File: src/rtl/rxdec_pkg.sv
package rxdec_pkg;

  // One line symbol as it moves through the decode window.
  typedef struct packed {
    logic mark;   // a pulse was received in this bit slot
    logic pos;    // pulse polarity, 1 = positive rail
    logic viol;   // pulse repeats the polarity of the previous pulse
    logic exz;    // this zero pushed the run past the excessive-zero limit
  } sym_t;

  // Longest substitution code handled (B8ZS spans eight bit slots).
  localparam int B8ZS_SPAN = 8;

endpackage

File: src/rtl/rxdec_zero_mon.sv
module rxdec_zero_mon #(
  parameter int E1_LOS   = 255,
  parameter int T1_LOS   = 192,
  parameter int HDB3_EXZ = 3,
  parameter int B8ZS_EXZ = 7,
  parameter int AMI_EXZ  = 15,
  parameter int CNT_W    = 8
) (
  input  logic clk,
  input  logic rst_n,
  input  logic sel_t1,
  input  logic dec_off,
  input  logic mark_i,
  output logic exz_o,
  output logic los_o
);

  localparam logic [CNT_W-1:0] CNT_SAT = '1;

  logic [CNT_W-1:0] zcnt_q, zcnt_n;
  logic [CNT_W-1:0] los_thr, exz_lim;
  logic             exz_en;
  logic             los_q, los_n;

  // Limit and threshold selection follow the line standard and decode setting.
  always_comb begin
    los_thr = sel_t1 ? CNT_W'(T1_LOS) : CNT_W'(E1_LOS);
    exz_en  = 1'b1;
    exz_lim = '0;
    case ({sel_t1, dec_off})
      2'b00:   exz_lim = CNT_W'(HDB3_EXZ + 1);
      2'b10:   exz_lim = CNT_W'(B8ZS_EXZ + 1);
      2'b11:   exz_lim = CNT_W'(AMI_EXZ + 1);
      default: exz_en  = 1'b0;
    endcase
  end

  // Run counter saturates; the flag holds between a threshold hit and a mark.
  always_comb begin
    if (mark_i)
      zcnt_n = '0;
    else if (zcnt_q == CNT_SAT)
      zcnt_n = zcnt_q;
    else
      zcnt_n = zcnt_q + CNT_W'(1);

    exz_o = exz_en & ~mark_i & (zcnt_n == exz_lim);

    if (mark_i)
      los_n = 1'b0;
    else if (zcnt_n >= los_thr)
      los_n = 1'b1;
    else
      los_n = los_q;
  end

  always_ff @(posedge clk or negedge rst_n) begin
    if (!rst_n) begin
      zcnt_q <= '0;
      los_q  <= 1'b0;
    end else begin
      zcnt_q <= zcnt_n;
      los_q  <= los_n;
    end
  end

  assign los_o = los_q;

  // An excess-zero tag can only come after a run already in progress.
  assert_exz_in_run_R6: assert property (@(posedge clk) disable iff (!rst_n)
    exz_o |-> (zcnt_q != '0));

  // The carrier-loss flag never stands without a long enough run behind it.
  assert_los_backed_by_count_R7: assert property (@(posedge clk) disable iff (!rst_n)
    los_q |-> (zcnt_q >= los_thr));

endmodule

File: src/rtl/rxdec_subst_win.sv
module rxdec_subst_win
  import rxdec_pkg::*;
#(
  parameter int DEPTH = B8ZS_SPAN
) (
  input  logic clk,
  input  logic rst_n,
  input  logic sel_t1,
  input  logic dec_off,
  input  logic in_mark,
  input  logic in_pos,
  input  logic in_exz,
  output sym_t exit_o
);

  sym_t win_q [DEPTH];
  sym_t win_n [DEPTH];
  sym_t cand  [DEPTH+1];
  logic [DEPTH:0] clr;

  logic last_pos_q, last_pos_n;
  logic seen_q, seen_n;
  logic in_viol;
  logic dec_e1, dec_t1;
  logic hdb_zero, hdb_bv, b8_hit;

  // cand[0] is the symbol arriving now; cand[i] is the one i slots older.
  always_comb begin
    in_viol = in_mark & seen_q & (in_pos == last_pos_q);
    cand[0] = '{mark: in_mark, pos: in_pos, viol: in_viol, exz: in_exz};
    for (int i = 1; i <= DEPTH; i++) cand[i] = win_q[i-1];
  end

  // Pattern recognition on the newest symbols.
  always_comb begin
    dec_e1   = ~sel_t1 & ~dec_off;
    dec_t1   =  sel_t1 & ~dec_off;
    hdb_zero = dec_e1 & cand[0].viol & ~cand[1].mark & ~cand[2].mark & ~cand[3].mark;
    hdb_bv   = dec_e1 & cand[0].viol & ~cand[1].mark & ~cand[2].mark &
               cand[3].mark & ~cand[3].viol;
    b8_hit   = dec_t1 & cand[0].mark & ~cand[0].viol & cand[1].viol & ~cand[2].mark &
               cand[3].mark & ~cand[3].viol & cand[4].viol &
               ~cand[5].mark & ~cand[6].mark & ~cand[7].mark;
    clr      = '0;
    clr[0]   = hdb_zero | hdb_bv | b8_hit;
    clr[1]   = b8_hit;
    clr[3]   = hdb_bv | b8_hit;
    clr[4]   = b8_hit;
  end

  // Shift by one slot, blanking the marks of a recognized substitution.
  always_comb begin
    for (int i = 0; i < DEPTH; i++) begin
      win_n[i] = cand[i];
      if (clr[i]) begin
        win_n[i].mark = 1'b0;
        win_n[i].viol = 1'b0;
      end
    end
    last_pos_n = in_mark ? in_pos : last_pos_q;
    seen_n     = seen_q | in_mark;
  end

  always_ff @(posedge clk or negedge rst_n) begin
    if (!rst_n) begin
      for (int i = 0; i < DEPTH; i++) win_q[i] <= '0;
      last_pos_q <= 1'b0;
      seen_q     <= 1'b0;
    end else begin
      for (int i = 0; i < DEPTH; i++) win_q[i] <= win_n[i];
      last_pos_q <= last_pos_n;
      seen_q     <= seen_n;
    end
  end

  assign exit_o = win_q[DEPTH-1];

  // A violation leaving the window must still carry its pulse.
  assert_exit_viol_marked_R5: assert property (@(posedge clk) disable iff (!rst_n)
    win_q[DEPTH-1].viol |-> win_q[DEPTH-1].mark);

  // Polarity history, once started, persists until the next reset.
  assert_history_kept_R9: assert property (@(posedge clk) disable iff (!rst_n)
    seen_q |=> seen_q);

endmodule

File: src/rtl/rxdec_out_stage.sv
module rxdec_out_stage
  import rxdec_pkg::*;
(
  input  logic clk,
  input  logic rst_n,
  input  logic nrz_mode,
  input  logic fall_edge,
  input  sym_t exit_i,
  output logic out_p,
  output logic out_n
);

  logic [1:0] rise_n, rise_q, fall_q;

  always_comb begin
    if (nrz_mode)
      rise_n = {exit_i.mark, exit_i.viol | exit_i.exz};
    else
      rise_n = {exit_i.mark & exit_i.pos, exit_i.mark & ~exit_i.pos};
  end

  always_ff @(posedge clk or negedge rst_n) begin
    if (!rst_n) rise_q <= '0;
    else        rise_q <= rise_n;
  end

  // Half-cycle retimed copy for falling-edge output timing.
  always_ff @(negedge clk or negedge rst_n) begin
    if (!rst_n) fall_q <= '0;
    else        fall_q <= rise_q;
  end

  assign {out_p, out_n} = fall_edge ? fall_q : rise_q;

  // At each rising edge the retimed copy has caught up with the rising stage.
  assert_fall_tracks_rise_R8: assert property (@(posedge clk) disable iff (!rst_n)
    fall_q == rise_q);

endmodule

File: src/rtl/e1t1_rx_decoder.sv
module e1t1_rx_decoder
  import rxdec_pkg::*;
#(
  parameter int E1_LOS_ZEROS   = 255,
  parameter int T1_LOS_ZEROS   = 192,
  parameter int HDB3_EXZ_LIMIT = 3,
  parameter int B8ZS_EXZ_LIMIT = 7,
  parameter int AMI_EXZ_LIMIT  = 15,
  parameter int WIN_DEPTH      = B8ZS_SPAN
) (
  input  logic clk,
  input  logic rst_n,
  input  logic sel_t1,
  input  logic dec_off,
  input  logic nrz_mode,
  input  logic fall_edge,
  input  logic rx_p,
  input  logic rx_n,
  output logic out_p,
  output logic out_n,
  output logic carrier_lost
);

  localparam int LOS_MAX = (E1_LOS_ZEROS > T1_LOS_ZEROS) ? E1_LOS_ZEROS : T1_LOS_ZEROS;
  localparam int CNT_W   = $clog2(LOS_MAX + 1);

  logic line_mark;
  logic zero_exz;
  sym_t exit_sym;

  assign line_mark = rx_p | rx_n;

  rxdec_zero_mon #(
    .E1_LOS   (E1_LOS_ZEROS),
    .T1_LOS   (T1_LOS_ZEROS),
    .HDB3_EXZ (HDB3_EXZ_LIMIT),
    .B8ZS_EXZ (B8ZS_EXZ_LIMIT),
    .AMI_EXZ  (AMI_EXZ_LIMIT),
    .CNT_W    (CNT_W)
  ) u_zero_mon (
    .clk     (clk),
    .rst_n   (rst_n),
    .sel_t1  (sel_t1),
    .dec_off (dec_off),
    .mark_i  (line_mark),
    .exz_o   (zero_exz),
    .los_o   (carrier_lost)
  );

  rxdec_subst_win #(
    .DEPTH (WIN_DEPTH)
  ) u_subst_win (
    .clk     (clk),
    .rst_n   (rst_n),
    .sel_t1  (sel_t1),
    .dec_off (dec_off),
    .in_mark (line_mark),
    .in_pos  (rx_p),
    .in_exz  (zero_exz),
    .exit_o  (exit_sym)
  );

  rxdec_out_stage u_out_stage (
    .clk       (clk),
    .rst_n     (rst_n),
    .nrz_mode  (nrz_mode),
    .fall_edge (fall_edge),
    .exit_i    (exit_sym),
    .out_p     (out_p),
    .out_n     (out_n)
  );

  // Input contract: the two rails never carry a pulse in the same slot.
  assert_rails_exclusive_R1: assert property (@(posedge clk) disable iff (!rst_n)
    !(rx_p && rx_n));

  // A received pulse ends carrier loss on the following cycle.
  assert_los_clears_on_mark_R7: assert property (@(posedge clk) disable iff (!rst_n)
    (rx_p || rx_n) |=> !carrier_lost);

  // Carrier loss is only entered on a zero.
  assert_los_rises_on_zero_R7: assert property (@(posedge clk) disable iff (!rst_n)
    $rose(carrier_lost) |-> $past(!(rx_p || rx_n)));

endmodule

File: config.mk
export PLATFORM = sky130hd
export DESIGN_NAME = e1t1_rx_decoder
export DESIGN_NICKNAME = d
export VERILOG_FILES = /design/src/rtl/rxdec_pkg.sv /design/src/rtl/rxdec_zero_mon.sv /design/src/rtl/rxdec_subst_win.sv /design/src/rtl/rxdec_out_stage.sv /design/src/rtl/e1t1_rx_decoder.sv
export SDC_FILE = /design/constraint.sdc
export NUM_CORES = 1
export LEC_CHECK = 0
export BUFFER_PORTS_ARGS = -buffer_cell sky130_fd_sc_hd__buf_2
export CAP_MARGIN = 20
export CORE_ASPECT_RATIO = 1.75
export CORE_MARGIN = 2
export CORE_UTILIZATION = 50
export CTS_CLUSTER_SIZE = 16
export DETAILED_ROUTE_END_ITERATION = 10
export GPL_ROUTABILITY_DRIVEN = 0
export PLACE_DENSITY = 0.67
export SYNTH_ARGS = -nofsm -noshare
export SYNTH_HDL_FRONTEND = slang
export SYNTH_SLANG_ARGS = --single-unit
File: constraint.sdc
create_clock -name clk -period 2.5 [get_ports clk]
set_input_delay 0.125 -clock clk [delete_from_list [all_inputs] [get_ports clk]]
set_output_delay 0.125 -clock clk [all_outputs]
set_load 0.005 [all_outputs]
==> metrics.csv, run 1 <==
stage,metric,value,unit
status,outcome,finished clean,
clock_tree,numCtsBuffers,5,
critical_path,critPathMaxStageDelay,0.44,ns
timing,fmax,421,MHz
critical_path,r2r-start,u_zero_mon.zcnt_q[0]$_DFF_PN0_,
critical_path,path_cells,ha_2 -> and4_1 -> nand2b_2 -> a31o_1 -> inv_1 -> ha_1 -> o21a_1 -> o21ai_0 -> a21oi_1 -> o21ai_0 -> a221oi_1,
critical_path,crit_required,2.68,ns
synthesis,synthCells,159,
drt,remaining_drc_errors,0,
global_routing,antenna_found_initial,0,
clock_tree,cts_max_level,2,
timing,drv_slew,0,
critical_path,reg2regPathDepth,11,
global_routing,grt_util_all_layers,0.181,
floorplan,die_w,50.8,um
power_and_ir_drop,p_leak,1.01,nW
flow_run,max_cap_viol_count,0,
critical_path,cp-start-kind,flip-flop,
clock_tree,cts.sinks,47,
drt,wire_per_inst,14.7,um
synthesis,synth_edf_count,0,
power_and_ir_drop,total_power,1.34,mW
critical_path,r2r_slack,0.12,ns
timing,tightest_slew,0.417,ns
critical_path,r2r-end,u_zero_mon.los_o$_DFFE_PN0P_,
global_routing,grt_max_degree,30,
timing,worst_clock_skew,0.00819,ns
timing,fin_tns_setup,0,ns
final_layout,fin_nets,191,
timing,relSlewSlack,0.722,
critical_path,cpMostUsedCell,o21ai_0,
critical_path,setup.worst_path.end_class,flip-flop,
timing,hold_viol_final,0,
timing,rsz0062_at_grt,no,
floorplan,coreArea,3660,um2
drt,viasPerCell,5.59,
drt,first_iter_violations,39,
synthesis,yosysWarningCount,0,
clock_tree,cts_tree,done,
drt,vias,1247,
critical_path,timing_worst_setup_path_type,flip-flop to flip-flop,
drt,drt-total-wl,3.28,mm
critical_path,cpLargestDelayFamily,compound AO/OA/AOI/OAI gates,
synthesis,synthesis.area,1920,um2
drt,dr.pass1.iters,4,
floorplan,die_area,4360,um2
final_layout,drive_gt1_frac,0.164,
critical_path,worstPathArrival,2.56,ns
clock_tree,cts.path.max_buffers,2,
synthesis,async_flop_share,1.00,
clock_tree,clk_pin_slew_worst_paths,0.08,ns
final_layout,diodes,0,
synthesis,yosys.area.top_type,dfrtp_1,
timing,finalSetupViolations,0,
hold_path,min-delay-start,nrz_mode,
clock_tree,ctsRootBufferMaster,clkbuf_8,
synthesis,synth_area_leaders,"dfrtp_1, ha_1, o21ai_0",
power_and_ir_drop,vdd_drop_max,0.000357,V
floorplan,die_h,85.9,um
critical_path,cp-startpoint,u_zero_mon.zcnt_q[0]$_DFF_PN0_,
place,dpl.hpwl,2.35,mm
floorplan,initial_core_util,0.523,
critical_path,crit_slowest_cell,dfrtp_1,
drt,ant_nets,0,
synthesis,syn_nets,174,
critical_path,path_buf_inv,1,
final_layout,fillers,314,
critical_path,critical_path_peak_fanout,6,
floorplan,pin_count,11,
global_routing,grt-ovfl-total,0,
place,portBuffers,10,
timing,period_needed,2.38,ns
synthesis,synth-main-ff-cell,dfrtp_1,
hold_path,min_to,u_out_stage.rise_q[0]$_DFF_PN0_,
floorplan,rows,29,
synthesis,synth.top_cell.area_share,0.588,
synthesis,synth.avg_cell_area,12.0,um2
global_routing,grt_pass1_wl,5.88,mm
hold_path,whs_path_depth,2,
timing,period_share,0.951,
synthesis,synth_seq_area_share,0.614,
clock_tree,clk_latency,0.29,ns
global_routing,grt_pass1_vias,1291,
synthesis,synthDistinctLibCells,44,
power_and_ir_drop,power_density,629,nW/um2
synthesis,ys_ff_latch,47,
final_layout,syn2layout_area_growth,11.0,%
hold_path,holdCritPathClass,input pin to flip-flop,
-- worst max-delay path by stage --
stage,end,slack (ns),cells after the start
2_1_floorplan,u_zero_mon.los_o$_DFFE_PN0P_,0.16,13
3_3_place_gp,u_zero_mon.los_o$_DFFE_PN0P_,0.17,11
3_5_place_dp,u_zero_mon.los_o$_DFFE_PN0P_,0.06,11
4_1_cts,u_zero_mon.los_o$_DFFE_PN0P_,0.0005,11
5_1_grt,u_zero_mon.los_o$_DFFE_PN0P_,0.0004,10
6_report,u_zero_mon.los_o$_DFFE_PN0P_,0.12,11
-- registers in the layout, summed over array words and instances (netlist names) --
register,flops
u_out_stage.rise_q,2
u_subst_win.exit_o,4
u_subst_win.last_pos_q,1
u_zero_mon.zcnt_q,8
u_subst_win.seen_q,1
u_zero_mon.los_o,1
u_subst_win.cand,28
u_out_stage.fall_q,2
-- report_power, final --
part / leakage, nW / internal, mW / total [mW] / switching (mW)
Sequential: 0.576 / 0.796 / 0.812 / 0.0164
Clock: 0.0485 / 0.200 / 0.447 / 0.247
Combinational: 0.388 / 0.0326 / 0.0787 / 0.0461
Total: 1.01 / 1.03 / 1.34 / 0.310
-- layout by cell type, fill, tap and decap left out, types with 3 or more instances in the layout --
master	count
nand3_1	4
ha_1	6
and2_1	3
nor2_1	8
nand2_1	5
and3_1	4
buf_4	4
dfrtp_1	45
buf_2	10
clkbuf_8	5
o21ai_0	13
inv_1	8
a21oi_1	6
nor2b_1	6
nand4_1	3
-- cells in the mapped netlist, types with 2 or more instances --
cell type and number:
nand3_1 4, and3_1 4, mux2_2 2, clkbuf_1 2
nor4b_1 2, nor2b_1 6, inv_1 8, mux2i_1 2
nand2_1 5, a21o_1 2, ha_1 7, nand4_1 3
and2_1 3, buf_6 2, dfrtn_1 2, nor2_1 8
a21boi_0 2, a31oi_1 2, or3_1 2, nand2b_1 2
a21oi_1 6, dfrtp_1 45, o21ai_0 13, o21a_1 2
and2_2 2, nor3_1 2, a211oi_1 2
-- worst register-to-register path, cell delays in order, from the launching register on --
cell	delay (ns)
dfrtp_1	0.44
ha_2	0.25
and4_1	0.18
nand2b_2	0.14
a31o_1	0.22
inv_1	0.07
ha_1	0.27
o21a_1	0.10
o21ai_0	0.07
a21oi_1	0.13
o21ai_0	0.09
a221oi_1	0.31
-- per-layer routing --
layer | global-route usage | part of all wire
met1 | 0.216 | 0.43
met2 | 0.303 | 0.51
met3 | 0.0436 | 0.041
met4 | 0.0885 | 0.023
met5 | 0 | 0
-- cells by family (layout without fill, tap and decap cells) --
group                      after synthesis  in the layout  share of synthesized area
and+or+nand+nor                         49             49                      0.150
DFF                                     47             47                      0.614
AOI/OAI and AO/OA                       37             37                      0.126
buffers and inverters                   14             32                     0.0379
adders and majority gates                7              7                     0.0457
muxes                                    4              4                     0.0222
xor gates and xnor gates                 1              1                    0.00457
-- layout make-up --
cell class	instances	area, um2	share of cell area
Clock buffer	5	68.8	0.0324
Inverter	8	30.0	0.0141
Timing Repair Buffer	16	100	0.0471
Tap cell	46	57.6	0.0271
Sequential cell	47	1180	0.553
Multi-Input combinational cell	98	672	0.316
Clock inverter	3	22.5	0.0106
-- stage by stage --
| stage | instance area, um2 | util | setup slack (ns) | instances | hold WS (ns) |
|---|---|---|---|---|---|
| 2_1_floorplan | 1920 | - | 0.162 | 159 | -0.171 |
| 3_3_place_gp | 2010 | 0.549 | 0.174 | 213 | 0.0733 |
| 3_5_place_dp | 2010 | 0.549 | 0.0552 | 213 | 0.0781 |
| 4_1_cts | 2120 | 0.579 | 0.000487 | 223 | 0.0605 |
| 5_1_grt | 2130 | 0.580 | 0.000384 | 223 | 0.0623 |
| 6_report | 2130 | 0.580 | 0.123 | 223 | 0.0631 |
-- repair_timing --
| item | in CTS | in global routing |
|---|---|---|
| hold buffers | 2 | 0 |
| setup endpoints to repair | 0 | 1 |
| setup buffers | 0 | 0 |
| gates resized for setup | 0 | 2 |
| hold endpoints to repair | 17 | 0 |
Note: power is estimated with default switching activity, not from simulation.
==> run 2, diff against run 1 <==
--- a/config.mk
+++ b/config.mk
@@ -8,11 +8,13 @@
 export BUFFER_PORTS_ARGS = -buffer_cell sky130_fd_sc_hd__buf_2
 export CAP_MARGIN = 20
+export CELL_PAD_IN_SITES_DETAIL_PLACEMENT = 1
+export CELL_PAD_IN_SITES_GLOBAL_PLACEMENT = 1
 export CORE_ASPECT_RATIO = 1.75
 export CORE_MARGIN = 2
-export CORE_UTILIZATION = 50
+export CORE_UTILIZATION = 48
 export CTS_CLUSTER_SIZE = 16
 export DETAILED_ROUTE_END_ITERATION = 10
 export GPL_ROUTABILITY_DRIVEN = 0
-export PLACE_DENSITY = 0.67
+export PLACE_DENSITY_LB_ADDON = 0.1
 export SYNTH_ARGS = -nofsm -noshare
 export SYNTH_HDL_FRONTEND = slang
==> constraint.sdc (replaced) <==
create_clock -name clk -period 2.5 [get_ports clk]
set_input_delay 0.125 -clock clk [delete_from_list [all_inputs] [get_ports clk]]
set_output_delay 0.125 -clock clk [all_outputs]
set_load 0.02 [all_outputs]
==> metrics.csv, run 2 (synthesis gave the netlist of run 1 again) <==
stage,metric,value,unit,change
clock_tree,cts_tree,done,,
global_routing,grt_pass1_vias,1442,,+12%
final_layout,drive_gt1_frac,0.169,,+0.00470
clock_tree,clk_latency,0.29,ns,about the same
clock_tree,ctsRootBufferMaster,clkbuf_8,,
global_routing,antenna_found_initial,0,,unchanged
place,post-place-ws,-0.00784,ns,-0.0631 ns
power_and_ir_drop,p_leak,1.03,nW,+1.9%
critical_path,setup.worst_path.end_class,primary output,,
drt,wire_per_inst,18.1,um,+23%
power_and_ir_drop,p_int,1.13,mW,+9.6%
critical_path,cpLargestDelayFamily,flip-flops,,
critical_path,timing_worst_setup_path_type,flip-flop to primary output,,
global_routing,grt-ovfl-total,0,,unchanged
critical_path,cp-startpoint,u_out_stage.fall_q[1]$_DFF_NN0_,,
hold_path,min-delay-start,rx_p,,
power_and_ir_drop,clockPowerShare,0.373,,+0.039
clock_tree,numCtsBuffers,5,,unchanged
floorplan,die_h,87.6,um,+2.0%
drt,drt-total-wl,4.08,mm,+25%
clock_tree,cts.path.max_buffers,2,,unchanged
clock_tree,cts.sinks,47,,unchanged
clock_tree,postCtsSetupRepairBufs,0,,unchanged
final_layout,fin_nets,192,,+0.52%
final_layout,finalInstanceArea,2160,um2,+1.5%
drt,remaining_drc_errors,0,,unchanged
final_layout,seq_area,1180,um2,unchanged
drt,dr.pass1.iters,4,,unchanged
floorplan,pin_count,11,,unchanged
final_layout,diodes,0,,unchanged
critical_path,path_cells,mux2_2 -> buf_2,,
drt,viasPerCell,5.76,,+3.0%
final_layout,largest_reg_flops,28,,unchanged
flow_run,max_cap_viol_count,0,,unchanged
global_routing,grt_util_all_layers,0.207,,+0.0254
critical_path,critPathMaxStageDelay,0.33,ns,-0.11 ns
critical_path,crit_required,2.38,ns,-0.30 ns
place,place_area,2030,um2,+0.87%
place,portBuffers,10,,unchanged
power_and_ir_drop,power.switching,307,uW,-0.98%
timing,relSlewSlack,0.704,,-0.0178
final_layout,stdcell_count,226,,+1.3%
timing,rsz0062_at_grt,no,,
timing,finalSetupViolations,0,,unchanged
power_and_ir_drop,vdd_drop_max,0.000380,V,+6.5%
timing,tightest_slew,0.439,ns,+0.0221 ns
place,dp_cells,217,,+1.9%
clock_tree,cts_max_level,2,,unchanged
final_layout,layout_commonest_cell,dfrtp_1,,
timing,layout_setup_ws,0.0839,ns,-0.0390 ns
critical_path,critical_path_peak_fanout,1,,-5
final_layout,layout_common_cells,"dfrtp_1, o21ai_0, buf_2",,
power_and_ir_drop,seqPwrFrac,0.567,,-0.040
timing,hold_viol_final,0,,unchanged
clock_tree,clk_pin_slew_worst_paths,0.08,ns,about the same
critical_path,r2r_slack,0.21,ns,+0.09 ns
final_layout,fillers,412,,+31%
floorplan,initial_core_util,0.495,,-0.0272
timing,drv_slew,0,,unchanged
final_layout,syn2layout_area_growth,12.7,%,
status,outcome,finished clean,,
critical_path,cp-start-kind,flip-flop,,
critical_path,r2r-start,u_zero_mon.zcnt_q[0]$_DFF_PN0_,,
power_and_ir_drop,power_density,664,nW/um2,+5.5%
place,dpl.hpwl,3.07,mm,+30%
drt,first_iter_violations,12,,-69%
final_layout,multiInputGateArea,682,um2,+1.5%
floorplan,die_area,4530,um2,+3.9%
hold_path,holdCritPathClass,input pin to flip-flop,,
floorplan,coreArea,3870,um2,+5.5%
power_and_ir_drop,swShare,0.214,,-0.0175
global_routing,grt_pass1_wl,6.76,mm,+15%
critical_path,worstPathArrival,2.29,ns,-0.27 ns
timing,worst_clock_skew,0.0106,ns,+0.00244 ns
floorplan,rows,30,,+3.4%
drt,vias,1302,,+4.4%
drt,ant_nets,0,,unchanged
critical_path,crit_slowest_cell,dfrtn_1,,
global_routing,grt_max_degree,30,,unchanged
floorplan,die_w,51.8,um,+1.9%
power_and_ir_drop,combPwrFrac,0.060,,about the same
critical_path,path_buf_inv,1,,unchanged
==> run 2: layer usage <==
metal | global-route usage | share of wire | vias to the layer above
li1 | - | - | 598
met1 | 0.205 | 0.37 | 657
met2 | 0.387 | 0.57 | 33
met3 | 0.0410 | 0.025 | 14
met4 | 0.112 | 0.033 | 0
met5 | 0 | 0 | -
==> run 2: repair_timing <==
item                                    4_1_cts  5_1_grt
cloned                                        0        0
resized for setup                             1        3
pin swaps                                     0        2
hold buffers                                  1        0
endpoints found under the hold margin        16        0
endpoints found under the setup margin        1        1
==> run 2: power groups by stage <==
stage	Combinational (mW)	Sequential, mW	Clock (mW)
after floorplan	0.0449	0.821	0
after global placement	0.0814	0.826	0
after detailed placement	0.0870	0.829	0
after CTS	0.0885	0.814	0.549
after global routing	0.0975	0.818	0.579
final	0.0862	0.813	0.534
==> run 2: per-stage QoR <==
step | hold slack (ns) | total power, mW | util | TNS, ns
3_3_place_gp | 0.0721 | 0.907 | 0.525 | 0
6_report | 0.0161 | 1.43 | 0.559 | 0
4_1_cts | 0.0150 | 1.45 | 0.555 | 0
5_1_grt | 0.0162 | 1.49 | 0.559 | 0
3_5_place_dp | 0.0805 | 0.916 | 0.525 | -0.00784
2_1_floorplan | -0.171 | 0.866 | - | 0
==> run 2: worst register-to-register path, stage by stage, from the launching register on <==
cell and delay, ns:
dfrtp_1 0.43, ha_2 0.23, and4_1 0.20, nand2b_4 0.12
a31o_1 0.21, inv_1 0.07, ha_1 0.27, o21a_1 0.10
o21ai_0 0.07, a21oi_1 0.12, o21ai_0 0.08, a221oi_1 0.27
==> run 2: path summary, 6_finish.rpt <==
kind / endpoint / cells after the start
setup / recovery: out_p / 2
hold / removal: u_subst_win.cand[30]$_DFF_PN0_ / 1
setup reg to reg: u_zero_mon.los_o$_DFFE_PN0P_ / 11
hold reg to reg: u_subst_win.cand[10]$_DFF_PN0_ / 0
max in group asynchronous: u_out_stage.fall_q[1]$_DFF_NN0_ / 2
min in group asynchronous: u_subst_win.seen_q$_DFF_PN0_ / 2
==> run 2: cell type report <==
type / count / share of cell area
multi-input cells: 98 / 0.316
clock buffers: 7 / 0.0353
well taps: 48 / 0.0278
inverters: 8 / 0.0139
clock inverters: 1 / 0.0139
flip-flops and latches: 47 / 0.545
repair buffers: 17 / 0.0487
